$ cat src/rtl/lsu_pkg.sv
package lsu_pkg;
  localparam int XLEN   = 32;
  localparam int IMM_W  = 16;
  localparam int OP_W   = 6;
  localparam int LANES  = XLEN / 8;
  localparam int LIDX_W = $clog2(LANES);
  localparam int HALF_W = XLEN / 2;

  typedef enum logic [1:0] {
    ACC_BYTE = 2'd0,
    ACC_HALF = 2'd1,
    ACC_WORD = 2'd2
  } acc_size_e;

  typedef struct packed {
    logic      is_load;
    logic      is_store;
    logic      is_signed;
    acc_size_e size;
  } acc_kind_t;
endpackage

$ cat src/rtl/lsu_decode.sv
module lsu_decode
  import lsu_pkg::*;
(
  input  logic [OP_W-1:0] opcode,
  output acc_kind_t       kind
);
  always_comb begin
    kind = '{is_load: 1'b0, is_store: 1'b0, is_signed: 1'b0, size: ACC_WORD};
    unique case (opcode)
      6'h20: kind = '{is_load: 1'b1, is_store: 1'b0, is_signed: 1'b1, size: ACC_BYTE};
      6'h21: kind = '{is_load: 1'b1, is_store: 1'b0, is_signed: 1'b1, size: ACC_HALF};
      6'h23: kind = '{is_load: 1'b1, is_store: 1'b0, is_signed: 1'b0, size: ACC_WORD};
      6'h24: kind = '{is_load: 1'b1, is_store: 1'b0, is_signed: 1'b0, size: ACC_BYTE};
      6'h25: kind = '{is_load: 1'b1, is_store: 1'b0, is_signed: 1'b0, size: ACC_HALF};
      6'h28: kind = '{is_load: 1'b0, is_store: 1'b1, is_signed: 1'b0, size: ACC_BYTE};
      6'h29: kind = '{is_load: 1'b0, is_store: 1'b1, is_signed: 1'b0, size: ACC_HALF};
      6'h2b: kind = '{is_load: 1'b0, is_store: 1'b1, is_signed: 1'b0, size: ACC_WORD};
      default: ;
    endcase
  end
endmodule

$ cat src/rtl/lsu_agen.sv
module lsu_agen
  import lsu_pkg::*;
(
  input  logic [XLEN-1:0]  base,
  input  logic [IMM_W-1:0] disp,
  input  acc_size_e        size,
  output logic [XLEN-1:0]  ea,
  output logic             unaligned
);
  logic [XLEN-1:0] disp_ext;

  always_comb begin
    disp_ext = {{(XLEN-IMM_W){disp[IMM_W-1]}}, disp};
    ea       = base + disp_ext;
    unique case (size)
      ACC_HALF: unaligned = ea[0];
      ACC_WORD: unaligned = |ea[LIDX_W-1:0];
      default:  unaligned = 1'b0;
    endcase
  end
endmodule

$ cat src/rtl/lsu_store_lane.sv
module lsu_store_lane
  import lsu_pkg::*;
(
  input  logic              active,
  input  acc_size_e         size,
  input  logic [LIDX_W-1:0] lane,
  input  logic [XLEN-1:0]   src,
  output logic [LANES-1:0]  wstrb,
  output logic [XLEN-1:0]   wdata
);
  for (genvar i = 0; i < LANES; i++) begin : g_lane
    localparam logic [LIDX_W-1:0] LI = LIDX_W'(i);
    always_comb begin
      unique case (size)
        ACC_BYTE: begin
          wdata[8*i +: 8] = src[7:0];
          wstrb[i]        = active && (lane == LI);
        end
        ACC_HALF: begin
          wdata[8*i +: 8] = src[8*(i%2) +: 8];
          wstrb[i]        = active && (lane[LIDX_W-1] == LI[LIDX_W-1]);
        end
        default: begin
          wdata[8*i +: 8] = src[8*i +: 8];
          wstrb[i]        = active;
        end
      endcase
    end
  end
endmodule

$ cat src/rtl/lsu_load_extract.sv
module lsu_load_extract
  import lsu_pkg::*;
(
  input  logic [XLEN-1:0]   rdata,
  input  acc_size_e         size,
  input  logic              is_signed,
  input  logic [LIDX_W-1:0] lane,
  output logic [XLEN-1:0]   data
);
  logic [7:0]        byte_sel;
  logic [HALF_W-1:0] half_sel;

  always_comb begin
    byte_sel = rdata[8*lane +: 8];
    half_sel = rdata[HALF_W*lane[LIDX_W-1] +: HALF_W];
    unique case (size)
      ACC_BYTE: data = {{(XLEN-8){is_signed & byte_sel[7]}}, byte_sel};
      ACC_HALF: data = {{(XLEN-HALF_W){is_signed & half_sel[HALF_W-1]}}, half_sel};
      default:  data = rdata;
    endcase
  end
endmodule

$ cat src/rtl/lsu_lane_unit.sv
module lsu_lane_unit
  import lsu_pkg::*;
(
  input  logic              clk,
  input  logic              rst_n,
  input  logic              req_valid,
  input  logic [OP_W-1:0]   opcode,
  input  logic [XLEN-1:0]   base,
  input  logic [IMM_W-1:0]  disp,
  input  logic [XLEN-1:0]   store_src,
  input  logic [XLEN-1:0]   mem_rdata,
  output logic [XLEN-1:0]   mem_addr,
  output logic              mem_ren,
  output logic [LANES-1:0]  mem_wstrb,
  output logic [XLEN-1:0]   mem_wdata,
  output logic              misalign,
  output logic              load_valid,
  output logic [XLEN-1:0]   load_data
);
  acc_kind_t         kind;
  logic              unaligned;
  logic              st_go;
  logic [XLEN-1:0]   ext_data;

  // load-return pipeline state
  logic              pend_q,  pend_d;
  acc_size_e         size_q,  size_d;
  logic              sgn_q,   sgn_d;
  logic [LIDX_W-1:0] lane_q,  lane_d;
  logic              cfg_en;

  lsu_decode u_dec (.opcode(opcode), .kind(kind));

  lsu_agen u_agen (
    .base(base), .disp(disp), .size(kind.size),
    .ea(mem_addr), .unaligned(unaligned)
  );

  always_comb begin
    misalign = req_valid && (kind.is_load || kind.is_store) && unaligned;
    mem_ren  = req_valid && kind.is_load && !unaligned;
    st_go    = req_valid && kind.is_store && !unaligned;
  end

  lsu_store_lane u_st (
    .active(st_go), .size(kind.size), .lane(mem_addr[LIDX_W-1:0]),
    .src(store_src), .wstrb(mem_wstrb), .wdata(mem_wdata)
  );

  always_comb begin
    pend_d = mem_ren;
    cfg_en = mem_ren;
    size_d = kind.size;
    sgn_d  = kind.is_signed;
    lane_d = mem_addr[LIDX_W-1:0];
  end

  always_ff @(posedge clk or negedge rst_n) begin
    if (!rst_n) begin
      pend_q <= 1'b0;
    end else begin
      pend_q <= pend_d;
    end
  end

  always_ff @(posedge clk or negedge rst_n) begin
    if (!rst_n) begin
      size_q <= ACC_WORD;
      sgn_q  <= 1'b0;
      lane_q <= '0;
    end else if (cfg_en) begin
      size_q <= size_d;
      sgn_q  <= sgn_d;
      lane_q <= lane_d;
    end
  end

  lsu_load_extract u_ld (
    .rdata(mem_rdata), .size(size_q), .is_signed(sgn_q),
    .lane(lane_q), .data(ext_data)
  );

  always_comb begin
    load_valid = pend_q;
    load_data  = pend_q ? ext_data : '0;
  end
endmodule

$ cat config.mk
export PLATFORM = sky130hd
export DESIGN_NAME = lsu_lane_unit
export DESIGN_NICKNAME = d
export VERILOG_FILES = /design/src/rtl/lsu_pkg.sv /design/src/rtl/lsu_decode.sv /design/src/rtl/lsu_agen.sv /design/src/rtl/lsu_store_lane.sv /design/src/rtl/lsu_load_extract.sv /design/src/rtl/lsu_lane_unit.sv
export SDC_FILE = /design/constraint.sdc
export NUM_CORES = 1
export LEC_CHECK = 0
export BUFFER_PORTS_ARGS = -buffer_cell sky130_fd_sc_hd__buf_2
export CORE_ASPECT_RATIO = 1.1
export CORE_UTILIZATION = 43
export CTS_BUF_LIST = sky130_fd_sc_hd__clkbuf_4
export CTS_CLUSTER_SIZE = 12
export DETAILED_ROUTE_END_ITERATION = 12
export PLACE_DENSITY_LB_ADDON = 0.25
export SLEW_MARGIN = 0
export SYNTH_ARGS = -nofsm -noshare
export SYNTH_HDL_FRONTEND = slang
export SYNTH_SLANG_ARGS = --single-unit
$ cat constraint.sdc
create_clock -name clk -period 2.9 [get_ports clk]
set_clock_uncertainty 0.1 [all_clocks]
set_input_delay 0.29 -clock clk [delete_from_list [all_inputs] [get_ports clk]]
set_output_delay 0.29 -clock clk [all_outputs]
set_load 0.05 [all_outputs]
==> impl_metrics.py <==
metrics = {
    "cells_and_area": {
        "seqCellArea_sq_um": 152.6,
        "area_growth_pct": 50.50,
        "drive_above_1_share_pct": 45.30,
        "num-nets-final": 859,
        "multi_input_area_sq_um": 2892,
        "antenna_cells": 0,
        "fin_util_pct": 66.89,
        "nFillCells": 624,
    },
    "drt": {
        "num_vias": 4331,
        "ant_nets": 0,
        "wire_per_inst_microns": 13.91,
        "routed_wl_mm": 10.95,
        "drc_errors": 0,
        "drt_first_iter_violations": 171,
        "dr.pass1.iters": 6,
        "via_per_inst": 5.503,
    },
    "synth": {
        "synth.most_common_cell": "nand2_1",
        "synth-simple-area-share_pct": 21.33,
        "synthFlopType": "dfrtp_1",
        "yosys.area_share.xor_xnor_pct": 8.670,
        "synth-edff-count": 0,
        "synth_fa_ha_area_share_pct": 14.22,
        "synthMuxAreaShare_pct": 7.072,
        "synthCells": 470,
        "yosysUniqueCellTypes": 57,
        "synth-compound-area-share_pct": 35.84,
        "ys_seq_area_share_pct": 4.834,
        "synth_area_sq_um": 3132,
        "netlist_top_cells_count": "78 x nand2_1, 65 x a21oi_1, 43 x o21ai_0, 34 x ha_1, 23 x inv_1",
        "synth_top_family_by_area": "compound AO/OA/AOI/OAI gates",
        "synth_top_area_share_pct": 13.58,
        "synth_area_leaders": "ha_1 14%, a21oi_1 10%, nand2_1 9.3%",
        "synth_top_area_cell": "ha_1",
        "async_flop_share_pct": 100.0,
        "avgSynthCellArea_sq_um": 6.663,
        "syn-num-nets": 626,
        "synth-seq-cells": 6,
        "yosysWarnings": 0,
    },
    "worst_setup_path": {
        "r2r_end": "size_q[0]",
        "r2r_slack_ns": 1.61,
        "critPathSlowestCell": "a221o_2",
        "cp_data_required_time_ns": 2.51,
        "r2r_start": "size_q[0]",
        "crit_path_max_fanout": 3,
        "critical_path_arrival_ns": 2.42,
        "crit_chain": "buf_6, ha_4, fa_2, a21o_1, a221o_2, a21oi_4, a211oi_2, buf_4, a31oi_4, xnor2_2, buf_6",
        "cp_common_cell": "buf_6",
        "max_stage_delay_ns": 0.40,
        "r2r_cells": 2,
        "end_kind": "primary output",
        "critPathBufInv": 3,
        "critPathTopFamily": "compound AO/OA/AOI/OAI gates",
        "crit_type": "primary input to primary output",
        "start_kind": "primary input",
        "cp.depth": 11,
    },
    "global_route": {
        "grt_pass1_wl_mm": 17.26,
        "grt_pass1_vias": 3857,
        "gr-total-overflow": 0,
        "grt_max_degree": 25,
        "track_usage_pct": 26.41,
        "antenna_found_initial": 0,
    },
    "placement": {
        "post-place-ws_ns": -0.08373,
        "port_buffers": 223,
        "gp_congestion": 0.9169,
        "dp_hpwl_mm": 8.884,
    },
    "timing": {
        "worst_pin_slew_ns": 0.5354,
        "rsz0062_at_grt": "no",
        "fin_crit_sh_pct": 96.85,
        "slew_violations": 0,
        "setup_tns_ns": 0,
        "fmax_mhz": 356.1,
        "setup_viol": 0,
        "slew_headroom_pct": 64.31,
        "min_period_ns": 2.809,
        "fin_ws_ns": 0.09145,
        "hold_slack_ns": 0.2966,
        "finalHoldViolCount": 0,
    },
    "clock_network": {
        "cts.sinks": 6,
        "cts_root_buffer": "clkbuf_4",
        "h-tree-depth": 1,
        "tritoncts": "built",
        "clkLatencyLatePin_ns": 0.25,
        "clk_pin_slew_ns": 0.05,
        "numCtsBuffers": 3,
        "clock_path_buffers": 2,
    },
    "power": {
        "p_clk_share_pct": 5.1,
        "combPwrFrac_pct": 86.1,
        "p_leak_uw": 0.002477,
        "p_sw_share_pct": 61.45,
        "intPower_uw": 724.3,
        "peakVddDrop_mv": 0.3423,
        "p_sw_uw": 1155,
        "p_total_uw": 1879,
        "powerDensity_nw_per_um2": 398.7,
        "p_seq_share_pct": 8.9,
    },
    "die": {
        "initial_utilization_pct": 44.44,
        "die_x_microns": 83.37,
        "die_y_microns": 91.51,
        "io_pins": 224,
        "die-area_sq_um": 7629,
        "core_region_area_sq_um": 7047,
        "fp-row-count": 32,
    },
    "run_status": {
        "status": "completed",
    },
    "flow_run": {
        "maxCapViolCount": 0,
    },
    "min_path": {
        "worstHoldPathType": "primary input to async pin",
    },
}
==> area by class of cell <==
cell class / count / share of cell area, %
inverters: 25 / 2.018
flip-flops and latches: 6 / 3.239
repair buffers: 258 / 30.50
multi-input cells: 409 / 61.35
clock buffers: 4 / 0.6371
well taps: 85 / 2.256
==> layout by cell type (no fill, tap or decap), drive strengths merged, types with 6 or more instances in the layout <==
master | synthesis | layout
nand4 | 6 | 6
xor2 | 14 | 14
a31oi | 14 | 14
ha | 34 | 34
and3 | 11 | 11
o211ai | 6 | 6
and2 | 7 | 7
buf | 15 | 255
a21oi | 68 | 68
xnor2 | 17 | 17
o21ai | 48 | 48
a211oi | 11 | 11
inv | 23 | 23
nor2 | 14 | 14
mux2 | 17 | 17
nand2 | 78 | 78
clkbuf | 15 | 6
a22oi | 8 | 8
==> through the flow <==
step / cells / area (sq um)
2_1_floorplan: 470 / 3174
3_3_place_gp: 780 / 4478
3_5_place_dp: 780 / 4478
4_1_cts: 786 / 4544
5_1_grt: 787 / 4713
6_report: 787 / 4713
==> repair_timing <==
action	CTS	global route
setup endpoints to repair	8	31
setup buffers	1	1
hold buffers	1	0
endpoints found under the hold margin	6	0
gates resized for setup	7	39
pin swaps	3	10
==> state kept, by name, indices dropped and copies added, names as in the netlist <==
signal and cells:
load_valid 1, sgn_q 1, lane_q 2, size_q 2
==> metal layers <==
| metal | GRT usage (%) | vias up | wire, microns |
|---|---|---|---|
| met1 | 32.49 | 1960 | 4413 |
| li1 | - | 2166 | - |
| met4 | 3.448 | 0 | 90 |
| met2 | 50.34 | 193 | 5718 |
| met3 | 2.455 | 12 | 722 |
| met5 | 0 | - | 0 |
==> worst reg2reg max path, stage by stage, from the launching register on <==
cell	delay, ns
dfrtp_1	0.49
clkinv_1	0.37
o21ai_0	0.25
==> how the worst max path moves through the flow <==
stage                     startpoint       endpoint
after floorplan            opcode[1]   mem_wstrb[1]
after global placement       base[0]   mem_addr[28]
after detailed placement     base[0]   mem_addr[28]
after CTS                    base[0]   mem_addr[28]
after global routing       lane_q[1]  load_data[28]
final                        base[0]   mem_addr[26]
==> cells by family after synthesis <==
group	count (synthesis)
compound gates	180
simple gates	143
mux	20
fa+ha+maj	35
xor+xnor	31
flops	6
buf+inv	55
==> power by group through the flow <==
stage | logic (uW) | clock network [uW] | registers [uW]
finish | 1620 | 95.1 | 167
global route | 1730 | 103 | 173
CTS | 1550 | 98.3 | 163
detailed placement | 1540 | 0 | 164
global placement | 1520 | 0 | 164
floorplan | 1190 | 0 | 114
No activity file was read; power rests on OpenSTA's default activity.
